<file path="src/rtl/ras_pkg.sv">
package ras_pkg;
  function automatic int addr_bits(input int n);
    return (n <= 2) ? 1 : $clog2(n);
  endfunction
endpackage

</file>
<file path="src/rtl/ras_rst_sync.sv">
module ras_rst_sync #(
  parameter int STAGES = 2
) (
  input  logic clk,
  input  logic rst_n,
  output logic rst_n_sync
);
  logic [STAGES-1:0] sync_q;
  logic [STAGES-1:0] sync_d;

  always_comb begin
    sync_d = {sync_q[STAGES-2:0], 1'b1};
  end

  always_ff @(posedge clk or negedge rst_n) begin
    if (!rst_n) sync_q <= '0;
    else        sync_q <= sync_d;
  end

  assign rst_n_sync = sync_q[STAGES-1];
endmodule

</file>
<file path="src/rtl/ras_addr_decoder.sv">
module ras_addr_decoder #(
  parameter int NUM_CELLS = 12,
  parameter int ADDR_W    = 4
) (
  input  logic [ADDR_W-1:0]    addr,
  output logic [NUM_CELLS-1:0] sel,
  output logic                 in_range
);
  localparam logic [ADDR_W:0] LIMIT = (ADDR_W+1)'(NUM_CELLS);

  for (genvar i = 0; i < NUM_CELLS; i++) begin : g_sel
    assign sel[i] = (addr == ADDR_W'(i));
  end

  assign in_range = ({1'b0, addr} < LIMIT);
endmodule

</file>
<file path="src/rtl/ras_cell.sv">
module ras_cell #(
  parameter int CELL_W = 4
) (
  input  logic              clk,
  input  logic              rst_n,
  input  logic              func_en,
  input  logic [CELL_W-1:0] func_d,
  input  logic              scan_we,
  input  logic [CELL_W-1:0] scan_d,
  output logic [CELL_W-1:0] q
);
  logic [CELL_W-1:0] q_nxt;
  logic              q_en;

  always_comb begin
    q_en  = scan_we | func_en;
    q_nxt = scan_we ? scan_d : func_d;
  end

  always_ff @(posedge clk or negedge rst_n) begin
    if (!rst_n)    q <= '0;
    else if (q_en) q <= q_nxt;
  end


  scan_write_chk: assert property (@(posedge clk) disable iff (!rst_n)
    scan_we |=> (q == $past(scan_d)));


  func_load_chk: assert property (@(posedge clk) disable iff (!rst_n)
    (func_en && !scan_we) |=> (q == $past(func_d)));


  hold_chk: assert property (@(posedge clk) disable iff (!rst_n)
    (!func_en && !scan_we) |=> $stable(q));
endmodule

</file>
<file path="src/rtl/ras_readout.sv">
module ras_readout #(
  parameter int NUM_CELLS = 12,
  parameter int CELL_W    = 4
) (
  input  logic                        clk,
  input  logic                        rst_n,
  input  logic [NUM_CELLS-1:0]        sel,
  input  logic                        in_range,
  input  logic [NUM_CELLS*CELL_W-1:0] cells,
  output logic [CELL_W-1:0]           scan_q
);
  logic [CELL_W-1:0] rd_nxt;

  always_comb begin
    rd_nxt = '0;
    for (int i = 0; i < NUM_CELLS; i++) begin
      rd_nxt = rd_nxt | (cells[i*CELL_W +: CELL_W] & {CELL_W{sel[i]}});
    end
  end

  always_ff @(posedge clk or negedge rst_n) begin
    if (!rst_n) scan_q <= '0;
    else        scan_q <= rd_nxt;
  end


  oor_zero_chk: assert property (@(posedge clk) disable iff (!rst_n)
    !in_range |=> (scan_q == '0));
endmodule

</file>
<file path="src/rtl/ras_storage_array.sv">
module ras_storage_array #(
  parameter int NUM_CELLS = 12,
  parameter int CELL_W    = 4,
  parameter int ADDR_W    = ras_pkg::addr_bits(NUM_CELLS)
) (
  input  logic                        clk,
  input  logic                        rst_n,
  input  logic                        test_mode,
  input  logic                        func_en,
  input  logic [NUM_CELLS*CELL_W-1:0] func_d,
  input  logic                        scan_stb,
  input  logic [ADDR_W-1:0]           scan_addr,
  input  logic [CELL_W-1:0]           scan_d,
  output logic [NUM_CELLS*CELL_W-1:0] func_q,
  output logic [CELL_W-1:0]           scan_q
);
  localparam int RST_STAGES = 2;

  logic                 rst_i_n;
  logic [NUM_CELLS-1:0] sel;
  logic                 in_range;
  logic                 scan_arm;

  ras_rst_sync #(.STAGES(RST_STAGES)) u_rst (
    .clk        (clk),
    .rst_n      (rst_n),
    .rst_n_sync (rst_i_n)
  );

  ras_addr_decoder #(.NUM_CELLS(NUM_CELLS), .ADDR_W(ADDR_W)) u_dec (
    .addr     (scan_addr),
    .sel      (sel),
    .in_range (in_range)
  );

  assign scan_arm = test_mode & scan_stb;

  for (genvar i = 0; i < NUM_CELLS; i++) begin : g_cell
    ras_cell #(.CELL_W(CELL_W)) u_cell (
      .clk     (clk),
      .rst_n   (rst_i_n),
      .func_en (func_en),
      .func_d  (func_d[i*CELL_W +: CELL_W]),
      .scan_we (scan_arm & sel[i]),
      .scan_d  (scan_d),
      .q       (func_q[i*CELL_W +: CELL_W])
    );
  end

  ras_readout #(.NUM_CELLS(NUM_CELLS), .CELL_W(CELL_W)) u_rd (
    .clk      (clk),
    .rst_n    (rst_i_n),
    .sel      (sel),
    .in_range (in_range),
    .cells    (func_q),
    .scan_q   (scan_q)
  );


  normal_no_scan_chk: assert property (@(posedge clk) disable iff (!rst_i_n)
    (!test_mode && !func_en) |=> $stable(func_q));


  oor_no_write_chk: assert property (@(posedge clk) disable iff (!rst_i_n)
    (test_mode && scan_stb && !in_range && !func_en) |=> $stable(func_q));


  normal_load_chk: assert property (@(posedge clk) disable iff (!rst_i_n)
    (!test_mode && func_en) |=> (func_q == $past(func_d)));
endmodule

</file>
<file path="config.mk">
export PLATFORM = sky130hd
export DESIGN_NAME = ras_storage_array
export DESIGN_NICKNAME = d
export VERILOG_FILES = /design/src/rtl/ras_pkg.sv /design/src/rtl/ras_rst_sync.sv /design/src/rtl/ras_addr_decoder.sv /design/src/rtl/ras_cell.sv /design/src/rtl/ras_readout.sv /design/src/rtl/ras_storage_array.sv
export SDC_FILE = /design/constraint.sdc
export NUM_CORES = 1
export LEC_CHECK = 0
export BUFFER_PORTS_ARGS = -buffer_cell sky130_fd_sc_hd__buf_2
export CORE_UTILIZATION = 45
export DETAILED_ROUTE_END_ITERATION = 10
export GPL_TIMING_DRIVEN = 1
export PLACE_DENSITY = 0.79
export SKIP_CTS_REPAIR_TIMING = 1
export SYNTH_ARGS = -nofsm -noshare
export SYNTH_HDL_FRONTEND = slang
export SYNTH_SLANG_ARGS = --single-unit
</file>
<file path="constraint.sdc">
create_clock -name clk -period 1.9 [get_ports clk]
set_input_delay 0.19 -clock clk [delete_from_list [all_inputs] [get_ports clk]]
set_output_delay 0.19 -clock clk [all_outputs]
set_load 0.01 [all_outputs]
</file>
# Yosys cells after proc, flatten, opt, wreduce, memory -nomap -nowiden
# Index checks and enable logic that the tools add are counted.
# word_totals
regBits	54
wordCells	86
# op_classes
eq_ne	11
mux	12
n_bitwise	48
n_reduce_logical	1
# op_table
operator	count
bitwise AND 4 bit	12
two-way mux 4 bit	12
OR 4 bit	11
== test 4 x 3 -> 1 bit, second input constant	4
== test 4 bit, second input constant	4
bitwise AND 1 bit	13
OR 1 bit	12
== test 4 x 2 -> 1 bit, second input constant	2
== test 4 x 1 -> 1 bit, second input constant	1
logical NOT 4 bit	1

# Logic depth before layout (Yosys ltp)
# depth
depth_word	13
depth_mapped	6

# Cells and area by module
# Synthesis repeated with hierarchy kept, for this count alone.
# unflattened
hier_cells	270
area_unflattened_um2	2972.9
# modules_own_cells
module	n_inst	cells_per_inst	area_each_um2	seq_area_each_um2
ras_cell	12	17	186.4	100.1
ras_readout	1	32	337.8	100.1
ras_addr_decoder	1	17	247.7	0.0
ras_storage_array	1	14	96.3	0.0
ras_rst_sync	1	3	53.8	50.0

# Worst setup path after synthesis
# No wires, ideal clock.
# synth_path
path_type	reg-to-reg
start	register g_cell[8].u_cell.q[3]
end	register u_rd.scan_q[3]
setup_ns	0.139
arrival_ns	1.346
path_slack_ns	0.416
stages_incl_launch_ff	5
path_buffers	0
period_less_slack_ns	1.484
cell_sequence	dfrtp_1 -> mux2_2 -> a2bb2oi_2 -> o22ai_1 -> or4_1
# synth_between
elab_chain_len	5
# synth_lines
element	line	text
from (decl)	ras_cell.sv:10	output logic [CELL_W-1:0] q
from (signal assigned)	ras_cell.sv:22	else if (q_en) q <= q_nxt;
bitwise AND 4 bit	ras_readout.sv:17	rd_nxt = rd_nxt | (cells[i*CELL_W +: CELL_W] & {CELL_W{sel[i]}});
OR 4 bit (4 in a row)	ras_readout.sv:17	
named net u_rd.rd_nxt[3]	ras_readout.sv:12	logic [CELL_W-1:0] rd_nxt;
to (signal assigned)	ras_readout.sv:23	else scan_q <= rd_nxt;
to (decl)	ras_readout.sv:10	output logic [CELL_W-1:0] scan_q
# The timed path passes the listed nets, and every way through them passes these cells.
# A chain may end at the register's enable or synchronous reset.

# Worst setup path after layout
# Same ends and word-level chain as after synthesis.

==> flow_summary.toml <==
[place]
place_ws_ns = 0.211
hpwl_mm = 6.31
gp_congestion = 0.938
dp.cells = 485
placed_area_sq_um = 3660
place.port_buffers = 112

[layout]
area_growth_pct = 24.1
nets = 477
fin_util_pct = 58.5
drive_above_1_share_pct = 34.2
fin_cells = 492
fin_area_sq_um = 3760
n_antenna_cell = 0

[power]
comb_power_share_pct = 23.6
power_mw = 2.66
power.leakage_nw = 1.77
peakVddDrop_mv = 0.445
intPower_mw = 1.85
p_seq_share_pct = 52.7
p_sw_share_pct = 30.4
power.density_nw_per_um2 = 707
power.share.clock_pct = 23.7
switchingPower_uw = 808

[timing]
worst_pin_slew_ns = 0.725
finalHoldViolations = 0
skew_ns = 0.00573
setup_tns_ns = 0
fin_hold_ws_ns = 0.177
maxSlewViolCount = 0
finalSetupViolCount = 0
fin_ws_ns = 0.354
slew_headroom_pct = 51.3
rsz0062_at_grt = "no"
max_freq_ghz = 0.647
fin_crit_sh_pct = 81.4
fin_crit_ns = 1.55

[route]
wl_per_cell_microns = 16.7
viasPerCell = 5.52
drt_iter0_drc = 118
route.detailed.drc = 9
drt_wl_total_mm = 8.21
vias = 2717
drt_pass1_iterations = 8
antenna_left = 0

[worst_setup_path]
r2r-start = "g_cell[8].u_cell.q[3]$_DFFE_PN0P_"
reg2reg_slack_ns = 0.35
reg2regPathDepth = 4
critPathArrivalTime_ns = 1.72
endpoint = "u_rd.scan_q[3]$_DFF_PN0_"
cp_cell_sequence = "mux2_2, a2bb2oi_2, o22ai_1, or4_1"
critical_path_required_ns = 2.07
startpoint_type = "flip-flop"
critPathBufInv = 0
r2r_end = "u_rd.scan_q[3]$_DFF_PN0_"
crit_cells = 4
startpoint = "g_cell[8].u_cell.q[3]$_DFFE_PN0P_"
cp_slowest_cell = "or4_1"
crit_family = "simple AND/OR/NAND/NOR gates"
cpPeakStageDelay_ns = 0.54
crit_type = "flip-flop to flip-flop"
cp_max_fo = 3
end_kind = "flip-flop"

[synth]
ys_ff_latch = 54
synth_commonest_cells = "mux2i_1 (55), dfrtp_1 (54), nand2_1 (47)"
yosys_warnings = 0
synth_area_leaders = "dfrtp_1 (45%), mux2i_1 (18%), o21ai_0 (7.3%)"
seq_area_frac_synth_pct = 44.6
synth_cell_types = 40
synth_top_area_share_pct = 44.6
synthArstFlopShare_pct = 100
synth_edf_count = 0
synth.largest_area_cell = "dfrtp_1"
netlist_area_sq_um = 3030
syn_inst = 307
syn_area_per_cell_sq_um = 9.86
synth_flop_cell = "dfrtp_1"
yosysMostFrequentCell = "mux2i_1"
syn_nets = 368

[min_path]
min_path_type = "input port to flip-flop"
holdPathStages = 3

[job]
cap_viol_max_count = 0

[clocking]
cts_tree = "done"
clock_sink_count = 54
cts.path.max_buffers = 2
cts-buffers-inserted = 5
htree_levels = 2
insertion_delay_ns = 0.30
clock-root-buffer = "clkbuf_8"
clk_pin_slew_ns = 0.09

[die]
io_pins = 113
die_area_sq_um = 7060
initial_core_util_pct = 47.1
core_sq_um = 6420
rows = 29
die_width_microns = 84.0
fp.dieH_microns = 84.0

[global_route]
antenna_found_initial = 0
grt_start_max_net_pins = 49
grt_pass1_vias = 2679
gr-total-overflow = 0
grt_pass1_wl_mm = 13.1
grt_use_total_pct = 23.8

[run_status]
status = "finished, violations left"
violations = "design-rule violations"
power groups by stage:
stage,combinational (mW),clock [mW],sequential (mW)
2_1_floorplan,0.295,0,1.46
3_3_place_gp,0.618,0,1.43
3_5_place_dp,0.629,0,1.42
4_1_cts,0.631,0.642,1.40
5_1_grt,0.686,0.688,1.42
6_report,0.627,0.631,1.40
how the worst min path moves through the flow:
stage | from | end | slack, ns
final | func_d[0] | g_cell[0].u_cell.q[0]$_DFFE_PN0P_ | 0.18
after global routing | func_d[0] | g_cell[0].u_cell.q[0]$_DFFE_PN0P_ | 0.17
after CTS | rst_n | u_rst.sync_q[1]$_DFF_PN0_ | -0.35
after detailed placement | rst_n | u_rst.sync_q[0]$_DFF_PN0_ | -0.02
after global placement | rst_n | u_rst.sync_q[0]$_DFF_PN0_ | -0.02
after floorplan | rst_n | u_rst.sync_q[0]$_DFF_PN0_ | -0.11
cells by family (layout without fill, tap and decap cells):
logic type	after synthesis	count (layout)	share of synthesized area [%]
flops	54	54	44.6
simple gates	97	97	17.5
other cells	1	1	0.124
buf+inv	22	130	3.97
compound gates	75	75	14.5
mux	58	58	19.3
state kept, by name, indices dropped and copies added (netlist names):
| signal | cells |
|---|---|
| u_rd.scan_q | 4 |
| g_cell.u_cell.q | 48 |
| u_rst.sync_q | 2 |
layout by cell type, fill, tap and decap left out, types with 2 or more instances in the layout:
cell | netlist | final
nand2b_1 | 5 | 5
mux2_2 | 3 | 3
buf_12 | 0 | 2
nand2_1 | 47 | 47
nor4_4 | 2 | 2
nor2_1 | 16 | 16
inv_1 | 2 | 2
o21ai_0 | 44 | 44
nor2b_1 | 4 | 4
o32a_1 | 2 | 2
a21oi_1 | 11 | 11
nor3_1 | 2 | 2
o22ai_1 | 3 | 3
buf_2 | 9 | 112
a22oi_1 | 5 | 5
o211ai_1 | 3 | 3
buf_4 | 3 | 7
a31oi_1 | 2 | 2
nand3_1 | 4 | 4
mux2i_1 | 55 | 55
or4_1 | 2 | 2
nand4_1 | 2 | 2
clkbuf_8 | 0 | 6
nand2b_4 | 2 | 2
nor3_2 | 4 | 4
dfrtp_1 | 54 | 53
final cells by class:
| type | count | area (sq um) |
|---|---|---|
| Tap cell | 77 | 96.3 |
| Clock buffer | 6 | 82.6 |
| Fill cell | 591 | 2670 |
| Inverter | 2 | 7.51 |
| Timing Repair Buffer | 122 | 663 |
| Multi-Input combinational cell | 231 | 1560 |
| Sequential cell | 54 | 1350 |
per-layer routing:
| layer | GRT usage (%) | part of all wire, % | vias to the layer above |
|---|---|---|---|
| met5 | 0 | 0 | - |
| met4 | 7.68 | 1.9 | 0 |
| li1 | - | - | 1317 |
| met1 | 29.4 | 43 | 1277 |
| met3 | 6.53 | 6.9 | 16 |
| met2 | 40.2 | 48 | 107 |
worst min-delay path: cells and delay by family:
family	cells	cell delay, ns
AO/OA/AOI/OAI	1	0.12
buffers and inverters	1	0.08
multiplexers	1	0.05
(Power assumes the default switching activity.)
